## config.mk

```make
export PLATFORM = sky130hd
export DESIGN_NAME = insn_access_exc_check
export DESIGN_NICKNAME = d
export VERILOG_FILES = /design/src/rtl/iax_pkg.sv /design/src/rtl/iax_hit_detect.sv /design/src/rtl/iax_first_pick.sv /design/src/rtl/iax_outcome.sv /design/src/rtl/iax_out_stage.sv /design/src/rtl/insn_access_exc_check.sv
export SDC_FILE = /design/constraint.sdc
export NUM_CORES = 1
export LEC_CHECK = 0
export BUFFER_PORTS_ARGS = -buffer_cell sky130_fd_sc_hd__buf_2
export CAP_MARGIN = 25
export CORE_AREA = 2 2 39 41
export DETAILED_ROUTE_END_ITERATION = 6
export DIE_AREA = 0 0 41 43
export SYNTH_ARGS = -nofsm -noshare
export SYNTH_HDL_FRONTEND = slang
export SYNTH_HIERARCHICAL = 1
export SYNTH_SLANG_ARGS = --single-unit
```

## constraint.sdc

```tcl
create_clock -name clk -period 0.8 [get_ports clk]
set_input_delay 0.24 -clock clk [delete_from_list [all_inputs] [get_ports clk]]
set_output_delay 0.24 -clock clk [all_outputs]
set_load 0.01 [all_outputs]
```

## src/rtl/iax_pkg.sv

```systemverilog
`timescale 1ns/1ps
package iax_pkg;

   typedef enum logic [2:0] {
      EXC_NONE       = 3'd0,
      EXC_ILLEGAL    = 3'd1,
      EXC_FP_TRAP    = 3'd2,
      EXC_MEDIA_STAT = 3'd3,
      EXC_FP_OFF     = 3'd4,
      EXC_MP_OFF     = 3'd5,
      EXC_PRIV       = 3'd6
   } exc_code_e;

   localparam int unsigned TT_W = 3;
   localparam logic [TT_W-1:0] TT_NONE   = 3'd0;
   localparam logic [TT_W-1:0] TT_UNIMPL = 3'd3;
   localparam logic [TT_W-1:0] TT_SEQ    = 3'd4;

   // check order: lower index wins
   localparam int unsigned N_CHECKS   = 6;
   localparam int unsigned CHK_PACK   = 0;
   localparam int unsigned CHK_NONEXC = 1;
   localparam int unsigned CHK_COND   = 2;
   localparam int unsigned CHK_FPEN   = 3;
   localparam int unsigned CHK_MEDEN  = 4;
   localparam int unsigned CHK_PRIV   = 5;

   typedef struct packed {
      logic flt;
      logic med;
      logic mtrap;
      logic fra;
      logic nonexc;
      logic cond;
      logic priv;
   } insn_attr_t;

   typedef struct packed {
      logic nonexc_en;
      logic cond_en;
      logic fp_en;
      logic media_en;
      logic sup;
   } core_stat_t;

endpackage

```

## src/rtl/iax_hit_detect.sv

```systemverilog
`timescale 1ns/1ps
module iax_hit_detect
   import iax_pkg::*;
(
   input  logic                pack_viol,
   input  insn_attr_t          attr,
   input  core_stat_t          stat,
   output logic [N_CHECKS-1:0] hit
);

   always_comb begin
      hit             = '0;
      hit[CHK_PACK]   = pack_viol;
      hit[CHK_NONEXC] = attr.nonexc & ~stat.nonexc_en;
      hit[CHK_COND]   = attr.cond & ~stat.cond_en;
      hit[CHK_FPEN]   = ~stat.fp_en;
      hit[CHK_MEDEN]  = ~stat.media_en;
      hit[CHK_PRIV]   = attr.priv & ~stat.sup;
   end

endmodule

```

## src/rtl/iax_first_pick.sv

```systemverilog
`timescale 1ns/1ps
module iax_first_pick #(
   parameter int unsigned N = 6
) (
   input  logic [N-1:0] hit,
   output logic [N-1:0] sel
);

   if (N < 1) begin : g_bad_n
      $error("iax_first_pick: N must be at least 1");
   end

   logic [N:0] blocked;
   assign blocked[0] = 1'b0;

   for (genvar i = 0; i < N; i++) begin : g_chain
      assign sel[i]       = hit[i] & ~blocked[i];
      assign blocked[i+1] = blocked[i] | hit[i];
   end

endmodule

```

## src/rtl/iax_outcome.sv

```systemverilog
`timescale 1ns/1ps
module iax_outcome
   import iax_pkg::*;
(
   input  logic [N_CHECKS-1:0] sel,
   input  insn_attr_t          attr,
   input  core_stat_t          stat,
   input  logic                full_var,
   output exc_code_e           code,
   output logic [TT_W-1:0]     tt
);

   always_comb begin
      code = EXC_NONE;
      tt   = TT_NONE;
      if (sel[CHK_PACK]) begin
         if (full_var && (attr.flt || attr.med)) begin
            code = EXC_FP_TRAP;
            tt   = TT_SEQ;
         end else begin
            code = EXC_ILLEGAL;
         end
      end else if (sel[CHK_NONEXC] || sel[CHK_COND]) begin
         if (full_var && attr.flt) begin
            code = EXC_FP_TRAP;
            tt   = TT_UNIMPL;
         end else if (full_var && attr.med) begin
            code = EXC_MEDIA_STAT;
         end else begin
            code = EXC_ILLEGAL;
         end
      end else if (sel[CHK_FPEN]) begin
         if (attr.flt || (attr.fra && !stat.media_en))
            code = EXC_FP_OFF;
      end else if (sel[CHK_MEDEN]) begin
         if (attr.med || attr.mtrap)
            code = EXC_MP_OFF;
      end else if (sel[CHK_PRIV]) begin
         code = EXC_PRIV;
      end
   end

endmodule

```

## src/rtl/iax_out_stage.sv

```systemverilog
`timescale 1ns/1ps
module iax_out_stage
   import iax_pkg::*;
#(
   parameter bit          REGISTER_OUT = 1'b1,
   parameter int unsigned SUB_W        = 3
) (
   input  logic             clk,
   input  logic             rst_n,
   input  logic             vld_in,
   input  exc_code_e        code_in,
   input  logic [TT_W-1:0]  tt_in,
   output logic             vld_out,
   output exc_code_e        code_out,
   output logic [SUB_W-1:0] sub_out
);

   exc_code_e        code_g;
   logic [SUB_W-1:0] sub_g;

   assign code_g = vld_in ? code_in : EXC_NONE;
   assign sub_g  = vld_in ? SUB_W'(tt_in) : '0;

   if (REGISTER_OUT) begin : g_reg
      always_ff @(posedge clk or negedge rst_n) begin
         if (!rst_n) begin
            vld_out  <= 1'b0;
            code_out <= EXC_NONE;
            sub_out  <= '0;
         end else begin
            vld_out  <= vld_in;
            code_out <= code_g;
            sub_out  <= sub_g;
         end
      end
   end else begin : g_comb
      assign vld_out  = vld_in;
      assign code_out = code_g;
      assign sub_out  = sub_g;
   end

endmodule

```

## src/rtl/insn_access_exc_check.sv

```systemverilog
`timescale 1ns/1ps
module insn_access_exc_check
   import iax_pkg::*;
#(
   parameter bit          REGISTER_OUT = 1'b1,
   parameter int unsigned SUB_W        = 3
) (
   input  logic             clk,
   input  logic             rst_n,
   input  logic             issue_vld,
   input  logic             full_variant,
   input  logic             vliw_viol,
   input  logic             attr_float,
   input  logic             attr_media,
   input  logic             attr_mtrap,
   input  logic             attr_fr_access,
   input  logic             attr_nonexc,
   input  logic             attr_cond,
   input  logic             attr_priv,
   input  logic             st_nonexc_en,
   input  logic             st_cond_en,
   input  logic             st_fp_en,
   input  logic             st_media_en,
   input  logic             st_super,
   output logic             res_vld,
   output logic [2:0]       res_code,
   output logic [SUB_W-1:0] res_sub
);

   if (SUB_W < TT_W) begin : g_bad_sub_w
      $error("insn_access_exc_check: SUB_W must hold the trap-type field");
   end

   insn_attr_t          attr;
   core_stat_t          stat;
   logic [N_CHECKS-1:0] hit;
   logic [N_CHECKS-1:0] sel;
   exc_code_e           code_c;
   logic [TT_W-1:0]     tt_c;
   exc_code_e           code_q;

   assign attr = '{flt: attr_float, med: attr_media, mtrap: attr_mtrap,
                   fra: attr_fr_access, nonexc: attr_nonexc,
                   cond: attr_cond, priv: attr_priv};
   assign stat = '{nonexc_en: st_nonexc_en, cond_en: st_cond_en,
                   fp_en: st_fp_en, media_en: st_media_en, sup: st_super};

   iax_hit_detect u_hit (
      .pack_viol (vliw_viol),
      .attr      (attr),
      .stat      (stat),
      .hit       (hit)
   );

   iax_first_pick #(.N(N_CHECKS)) u_pick (
      .hit (hit),
      .sel (sel)
   );

   iax_outcome u_outcome (
      .sel      (sel),
      .attr     (attr),
      .stat     (stat),
      .full_var (full_variant),
      .code     (code_c),
      .tt       (tt_c)
   );

   iax_out_stage #(.REGISTER_OUT(REGISTER_OUT), .SUB_W(SUB_W)) u_out (
      .clk      (clk),
      .rst_n    (rst_n),
      .vld_in   (issue_vld),
      .code_in  (code_c),
      .tt_in    (tt_c),
      .vld_out  (res_vld),
      .code_out (code_q),
      .sub_out  (res_sub)
   );

   assign res_code = code_q;

endmodule

```

==> impl_metrics.toml, run 1 <==
[logic_synthesis]
synth_area_sq_um = 437
synth_edf_count = 0
yosysWarnings = 6
syn_avg_cell_area_sq_um = 10.2
syn-num-nets = 60
ys.flop_type = "dfrtp_1"
yosysSeqAreaShare_pct = 40.1
synth.distinct_cells = 20
synthCells = 43
synthArstFlopShare_pct = 100
ys_ff_latch = 7

[cts]
clockBufferDepth = 2
htree_levels = 1
clock_sinks = 7
cts_buffers = 3
clk_pin_slew_ns = 0.05
clockRootBuffer = "clkbuf_4"
cts_tree = "yes"

[setup_path]
crit_slowest_cell = "or3_4"
worst_setup_path_start_kind = "input port"
crit_path_max_incr_delay_ns = 0.41
cpMostUsedCell = "nor2b_4"
end_kind = "flop"
crit_arrival_ns = 1.33
critPathLaunch = "attr_nonexc"
cp_max_fo = 4
critPathTopFamily = "simple AND/OR/NAND/NOR gates"
critPathKind = "in -> reg"
path_cells = "buf_6 -> nor2b_4 -> nor2b_4 -> or3_4 -> a31oi_4 -> nor3_1 -> and2_1"
cp.required_ns = 0.93
path_buf_inv = 1

[power]
clockPowerShare_pct = 34.2
internal_power_uw = 679
peakVddDrop_mv = 0.360
design_power_total_uw = 889
p_sw_uw = 210
leakage_nw = 0.362
power_frac_seq_pct = 41.8
pwr-share-comb_pct = 24.0
netSwitchingFraction_pct = 23.7
powerDensity_nw_per_um2 = 1240

[sta]
hold_violations = 0
rsz0062_at_grt = "yes"
max_freq_mhz = 838
max-slew-margin-rel_pct = 83.6
fin_crit_sh_pct = 149
finalSetupViolations = 12
worstMarginPinSlew_ns = 0.244
period_needed_ns = 1.19
fin_ws_ns = -0.393
hold_ws_ns = 0.170
maxSlewViolCount = 0

[route]
drc = 0
met3_length_microns = 95
topRoutingLayerUsed = "met3"
wl_met2_microns = 477
vias = 387
finalWirelength_microns = 890
firstDrtPassIters = 3
routed_via_density = 4.35
drt_iter0_drc = 1
wl_per_cell_microns = 10.0
postRouteAntennaNets = 0
met1_length_microns = 317

[run_status]
status = "finished, violations left"
violations = "negative setup slack"

[place]
numPortBuffers = 23
gp_congestion = 0.737
hpwl_microns = 724
dp.cells = 83

[global_routing]
gr-total-overflow = 0
grt_util_all_layers_pct = 11.3
grt_antenna_before_repair = 0
grt_pass1_wl_mm = 1.31
grt_pass1_vias = 356
grt_max_degree = 8

[hold_path]
hold_end = "u_out/vld_out"
hold_start = "issue_vld"
hold_path_class = "in -> reg"
hold_depth = 1

[layout]
fin_nets = 91
final_cells = 89
num_antenna_cells = 0
area_growth_pct = 63.6
final_util_pct = 51.6
drive_gt1_share_pct = 60.3

[floorplanning]
die_w_microns = 41
die_y_microns = 43
rows = 14
dieArea_sq_um = 1760
io-pin-count = 24
core-area_sq_um = 1380
initial_utilization_pct = 31.6

[run]
max-cap-violations = 0
==> stage by stage <==
| step | cell area, sq um | TNS [ns] | setup slack [ns] |
|---|---|---|---|
| finish | 714 | -2.69 | -0.393 |
| global placement | 592 | -2.99 | -0.708 |
| floorplan | 457 | -1.91 | -0.502 |
| detailed placement | 592 | -3.03 | -0.714 |
| global route | 714 | -3.31 | -0.417 |
| CTS | 666 | -2.71 | -0.390 |
==> kinds of logic (layout without fill, tap and decap cells) <==
logic type / count (synthesis) / count (layout) / share of synthesized area (%)
mux: 2 / 2 / 4.58
simple gates: 21 / 21 / 38.1
flops: 7 / 7 / 40.1
compound gates: 5 / 5 / 7.74
buf+inv: 8 / 38 / 9.46
==> cell type report <==
type                    count  area, sq um
well taps                  16         20.0
multi-input cells          28          270
fillers                   137          669
inverters                   5         18.8
repair buffers             29          204
clock buffers               4         26.3
flip-flops and latches      7          175
==> flip-flops by register name, indices dropped and copies added (netlist names) <==
name and count:
u_out/code_out 3, u_out/sub_out 3, u_out/vld_out 1
==> power groups by stage <==
stage | sequential [mW] | combinational [mW] | clock, mW
2_1_floorplan | 0.384 | 0.0887 | 0
3_3_place_gp | 0.375 | 0.169 | 0
3_5_place_dp | 0.376 | 0.171 | 0
4_1_cts | 0.370 | 0.192 | 0.324
5_1_grt | 0.372 | 0.233 | 0.344
6_report | 0.372 | 0.214 | 0.304
==> worst max path at each step <==
stage	cells past startpoint	endpoint	slack, ns
4_1_cts	7	u_out/code_out[2]	-0.39
5_1_grt	8	u_out/code_out[1]	-0.42
3_3_place_gp	7	u_out/code_out[2]	-0.71
6_report	7	u_out/code_out[0]	-0.39
3_5_place_dp	7	u_out/code_out[2]	-0.71
2_1_floorplan	6	u_out/code_out[2]	-0.50
==> layer usage <==
layer | global-route usage [%] | vias up
li1 | - | 201
met1 | 10.6 | 162
met2 | 19.1 | 24
met3 | 1.57 | 0
met4 | 10.0 | 0
met5 | 0 | -
==> synth_stat cells, types with 2 or more instances <==
cell type | number | share of area, %
a211oi_1 | 2 | 3.4
and2_1 | 7 | 10
buf_4 | 3 | 5.2
dfrtp_1 | 7 | 40
inv_1 | 5 | 4.3
mux2i_1 | 2 | 4.6
nor2_1 | 2 | 1.7
nor2b_4 | 3 | 9.5
==> what timing repair did <==
| action | 4_1_cts | 5_1_grt |
|---|---|---|
| hold endpoints to repair | 7 | 0 |
| hold buffers | 1 | 0 |
| resized for setup | 6 | 8 |
| pin swaps | 6 | 2 |
| setup endpoints to repair | 12 | 12 |
| setup buffers | 1 | 0 |
==> cells in the final DEF (no fill, tap or decap), types with 2 or more instances in the layout <==
cell,netlist,routed
buf_2,0,17
buf_6,0,7
dfrtp_1,7,7
and2_1,7,6
nor2b_4,3,4
inv_1,5,4
buf_4,3,4
clkbuf_4,0,3
mux2i_1,2,2
nor2_1,2,2
Note: power is estimated with default switching activity, not from simulation.
==> run 2: changes to the inputs <==
--- a/config.mk
+++ b/config.mk
@@ -10,6 +10,7 @@
 export CORE_AREA = 2 2 39 41
 export DETAILED_ROUTE_END_ITERATION = 6
 export DIE_AREA = 0 0 41 43
+export REMOVE_ABC_BUFFERS = 1
 export SYNTH_ARGS = -nofsm -noshare
 export SYNTH_HDL_FRONTEND = slang
 export SYNTH_HIERARCHICAL = 1
==> impl_metrics.toml, run 2 (synthesis gave the netlist of run 1 again) <==
[route]
drc = 0
finalWirelength_microns = 771
firstDrtPassIters = 2
wl_per_cell_microns = 8.97
vias = 389
drt_iter0_drc = 1
postRouteAntennaNets = 0
routed_via_density = 4.52

[place]
placedInstanceArea_sq_um = 564
gp_congestion = 0.670
numPortBuffers = 23

[setup_path]
end_kind = "flop"
cp.required_ns = 0.93
crit_arrival_ns = 1.33
worst_setup_path_start_kind = "input port"
critPathKind = "in -> reg"
cp_max_fo = 4

[run]
max-cap-violations = 0

[hold_path]
hold_path_class = "in -> reg"
hold_depth = 1
hold_end = "u_out/vld_out"
hold_start = "issue_vld"

[floorplanning]
die_y_microns = 43
initial_utilization_pct = 31.6
rows = 14
io-pin-count = 24
dieArea_sq_um = 1760
core-area_sq_um = 1380
die_w_microns = 41

[power]
internal_power_uw = 666
powerDensity_nw_per_um2 = 1300
design_power_total_uw = 872
power_frac_seq_pct = 42.5
leakage_nw = 0.343
clockPowerShare_pct = 34.9
p_sw_uw = 206
pwr-share-comb_pct = 22.6
peakVddDrop_mv = 0.393
netSwitchingFraction_pct = 23.6

[layout]
num_antenna_cells = 0
layout_common_cells = "buf_2 (19), dfrtp_1 (7), and2_1 (6)"
nFillCells = 148
final_common_cell = "buf_2"
multi_input_area_sq_um = 268
area_growth_pct = 54.2
reg.largest.list = "u_out/code_out: 3 flops, u_out/sub_out: 3 flops, u_out/vld_out: 1 flops"
design_area_sq_um = 673
final-seq-area_sq_um = 175
fin_nets = 88
drive_gt1_share_pct = 58.6

[global_routing]
grt_pass1_vias = 325
grt_max_degree = 8
grt_util_all_layers_pct = 10.1
grt_pass1_wl_mm = 1.19
gr-total-overflow = 0
grt_antenna_before_repair = 0

[cts]
htree_levels = 1
post_cts_buffers = 0
clock_sinks = 7
clockRootBuffer = "clkbuf_4"
clk_pin_slew_ns = 0.05
clockBufferDepth = 2
cts_tree = "yes"
cts_buffers = 3

[run_status]
status = "finished, violations left"
violations = "negative setup slack"

[sta]
max-slew-margin-rel_pct = 82.8
hold_violations = 0
rsz0062_at_grt = "yes"
fin_ws_ns = -0.398
finalSetupViolations = 12
worstMarginPinSlew_ns = 0.256
finalSetupTns_ns = -2.65
maxSlewViolCount = 0
fin_crit_sh_pct = 150
period_needed_ns = 1.20
max_freq_mhz = 835
[run 2: through the flow]
stage	utilization, %	std cells	hold slack, ns	worst slack [ns]
finish	48.6	86	0.166	-0.398
global route	48.6	86	0.165	-0.437
CTS	45.5	86	0.159	-0.402
detailed placement	40.8	81	0.0741	-0.694
global placement	40.8	81	0.0751	-0.702
floorplan	-	40	-0.0556	-0.521
[run 2: what timing repair did]
item | 4_1_cts | 5_1_grt
hold buffers | 1 | 0
pin swaps | 10 | 2
resized for setup | 5 | 8
hold endpoints to repair | 7 | 0
endpoints found under the setup margin | 12 | 12
[run 2: layer usage]
metal / GRT usage [%] / share of wire [%] / up-vias
met5: 0 / 0 / -
met4: 10.0 / 0 / 0
met3: 1.57 / 12 / 0
met2: 15.0 / 51 / 23
met1: 11.0 / 37 / 170
li1: - / - / 196
[run 2: power by group through the flow]
stage               sequential, mW  combinational, mW  clock [mW]
finish                       0.371              0.197       0.305
CTS                          0.370              0.177       0.321
global route                 0.371              0.217       0.352
floorplan                    0.384             0.0691           0
detailed placement           0.376              0.160           0
global placement             0.375              0.159           0
[run 2: cell type report]
| class | instances | share of cell area (%) |
|---|---|---|
| timing repair buffer | 26 | 24.5 |
| multi-input combinational | 28 | 39.8 |
| sequential | 7 | 26.0 |
| clock buffer | 4 | 3.90 |
| inverter | 5 | 2.79 |
| tap | 16 | 2.97 |
[run 2: worst max-delay path by stage]
stage | startpoint | depth (start not counted) | endpoint | slack, ns
floorplan | attr_cond | 6 | u_out/code_out[0] | -0.52
global placement | attr_cond | 7 | u_out/code_out[0] | -0.70
detailed placement | attr_nonexc | 7 | u_out/code_out[2] | -0.69
CTS | attr_cond | 7 | u_out/code_out[0] | -0.40
global route | attr_nonexc | 7 | u_out/code_out[2] | -0.44
finish | attr_nonexc | 7 | u_out/code_out[2] | -0.40
[run 2: critical path, stage by stage]
cell and delay, ns:
buf_6 0.09, nor2b_4 0.13, nor4_2 0.25, and2_4 0.22, mux2i_1 0.18, a211oi_1 0.08
and2_1 0.14
==> run 3: changes to the inputs <==
--- a/config.mk
+++ b/config.mk
@@ -13,5 +13,4 @@
 export REMOVE_ABC_BUFFERS = 1
 export SYNTH_ARGS = -nofsm -noshare
 export SYNTH_HDL_FRONTEND = slang
-export SYNTH_HIERARCHICAL = 1
 export SYNTH_SLANG_ARGS = --single-unit
==> impl_metrics.toml, run 3 <==
[sta]
fin_ws_ns = -0.175
max_freq_mhz = 1030
fin_crit_sh_pct = 122
max-slew-margin-rel_pct = 82.2
finalSetupViolations = 7
period_needed_ns = 0.975
hold_violations = 0
maxSlewViolCount = 0
rsz0062_at_grt = "yes"
worstMarginPinSlew_ns = 0.266

[logic_synthesis]
synth_area_sq_um = 329
synth.distinct_cells = 17
synth_common_cells = "dfrtp_1 (6), o211ai_1 (4)"
ys.flop_type = "dfrtp_1"
synthArstFlopShare_pct = 100
syn_avg_cell_area_sq_um = 11.0
yosysMostFrequentCell = "dfrtp_1"
synth_top_area_share_pct = 45.6
synth_edf_count = 0
synth_area_leaders = "dfrtp_1 (46%), o211ai_1 (9.1%), nand2b_4 (8.4%)"
ys_ff_latch = 6
yosysWarnings = 0
synthCells = 30
yosys.area.top_type = "dfrtp_1"
yosysSeqAreaShare_pct = 45.6

[run_status]
status = "finished, violations left"
violations = "negative setup slack"

[cts]
clk_pin_slew_ns = 0.04
clock_sinks = 6
cts_tree = "yes"
cts_buffers = 3
clockBufferDepth = 2
clockRootBuffer = "clkbuf_4"
htree_levels = 1
post_cts_buffers = 0

[setup_path]
path_cells = "buf_2"
cp_max_fo = 2
critPathKind = "reg -> out"
crit_arrival_ns = 0.73
crit_slowest_cell = "dfrtp_1"
worst_setup_path_start_kind = "flop"
crit_path_max_incr_delay_ns = 0.36
critPathTopFamily = "flip-flops"
end_kind = "output port"
path_buf_inv = 1
cp.required_ns = 0.56

[route]
drc = 0
postRouteAntennaNets = 0
finalWirelength_microns = 724
vias = 325
drt_iter0_drc = 1
wl_per_cell_microns = 9.92
routed_via_density = 4.45
firstDrtPassIters = 3

[floorplanning]
dieArea_sq_um = 1760
die_w_microns = 41
die_y_microns = 43
rows = 14
initial_utilization_pct = 23.8
core-area_sq_um = 1380
io-pin-count = 24

[global_routing]
grt_util_all_layers_pct = 11.0
grt_pass1_wl_mm = 1.30
gr-total-overflow = 0
grt_antenna_before_repair = 0
grt_max_degree = 7
grt_pass1_vias = 318

[layout]
largest_reg_flops = 3
drive_gt1_share_pct = 54.4
reg.largest.list = "u_out.code_out: 3 flops, u_out.sub_out: 2 flops, u_out.vld_out: 1 flops"
final_common_cell = "buf_2"
final_util_pct = 36.3
final-seq-area_sq_um = 150
regMostFlops = "u_out.code_out"
nFillCells = 152
layout_common_cells = "buf_2 (22), dfrtp_1 (6), o211ai_1 (4)"
design_area_sq_um = 503
multi_input_area_sq_um = 164
area_growth_pct = 52.9
num_antenna_cells = 0
fin_nets = 76

[place]
numPortBuffers = 23
placedInstanceArea_sq_um = 464
hpwl_microns = 646
gp_congestion = 0.730
dp_slack_ns = -0.176

[hold_path]
hold_path_class = "in -> reg"

[power]
peakVddDrop_mv = 0.289
leakage_nw = 0.269
design_power_total_uw = 743
powerDensity_nw_per_um2 = 1480

[run]
max-cap-violations = 0
-- run 3: changes by cell type in the layout (fill, tap and decap cells not counted), sizes merged, moves of 2 or more --
| cell | change |
|---|---|
| and2 | -7 |
| nand2 | +2 |
| nor2b | -3 |
| nand2b | +2 |
| o211ai | +3 |
| inv | -3 |
| nand4 | +2 |
-- run 3: kinds of logic (layout without fill, tap and decap cells) --
| family | after synthesis | after routing | synth area share, % |
|---|---|---|---|
| simple gates | 11 | 11 | 24.3 |
| mux | 1 | 1 | 3.04 |
| compound gates | 9 | 9 | 22.4 |
| buf+inv | 3 | 30 | 4.56 |
| flops | 6 | 6 | 45.6 |
-- run 3: path summary, 6_finish.rpt --
kind | start | to | slack, ns | cells past startpoint
worst max-delay path | u_out.sub_out[1] | res_sub[0] | -0.17 | 1
worst min-delay path | issue_vld | u_out.vld_out | 0.19 | 1
max in group asynchronous | rst_n | u_out.sub_out[1] | 0.32 | 2
min in group asynchronous | rst_n | u_out.vld_out | 0.35 | 2
-- run 3: per-layer routing --
| metal | track usage (%) | vias up | wire, microns |
|---|---|---|---|
| li1 | - | 167 | - |
| met1 | 12.5 | 144 | 267 |
| met2 | 16.6 | 14 | 382 |
| met3 | 1.57 | 0 | 73 |
| met4 | 10.0 | 0 | 0 |
| met5 | 0 | - | 0 |
-- run 3: metrics by stage --
step	std cells	hold WS, ns	setup TNS [ns]
floorplan	29	-0.0556	-0.0191
global placement	69	0.0663	-0.404
detailed placement	69	0.0701	-0.446
CTS	73	0.179	-1.23
global route	73	0.185	-1.38
finish	73	0.192	-1.13
-- run 3: final cells by class --
cell class,instances,share of cell area (%)
inverter,2,1.49
clock buffer,3,4.48
sequential,6,29.9
tap,16,3.98
multi-input combinational,21,32.6
timing repair buffer,25,27.6
-- run 3: repair_timing --
action / CTS / global route
endpoints found under the hold margin: 6 / 0
endpoints found under the setup margin: 7 / 7
hold buffers: 1 / 0
cloned: 0 / 0
resized for setup: 0 / 1
-- run 3: power by group --
part | internal, mW | switching (mW) | leakage [nW]
combinational | 0.0806 | 0.0730 | 0.176
sequential | 0.319 | 0.00333 | 0.0788
clock | 0.169 | 0.0988 | 0.0138
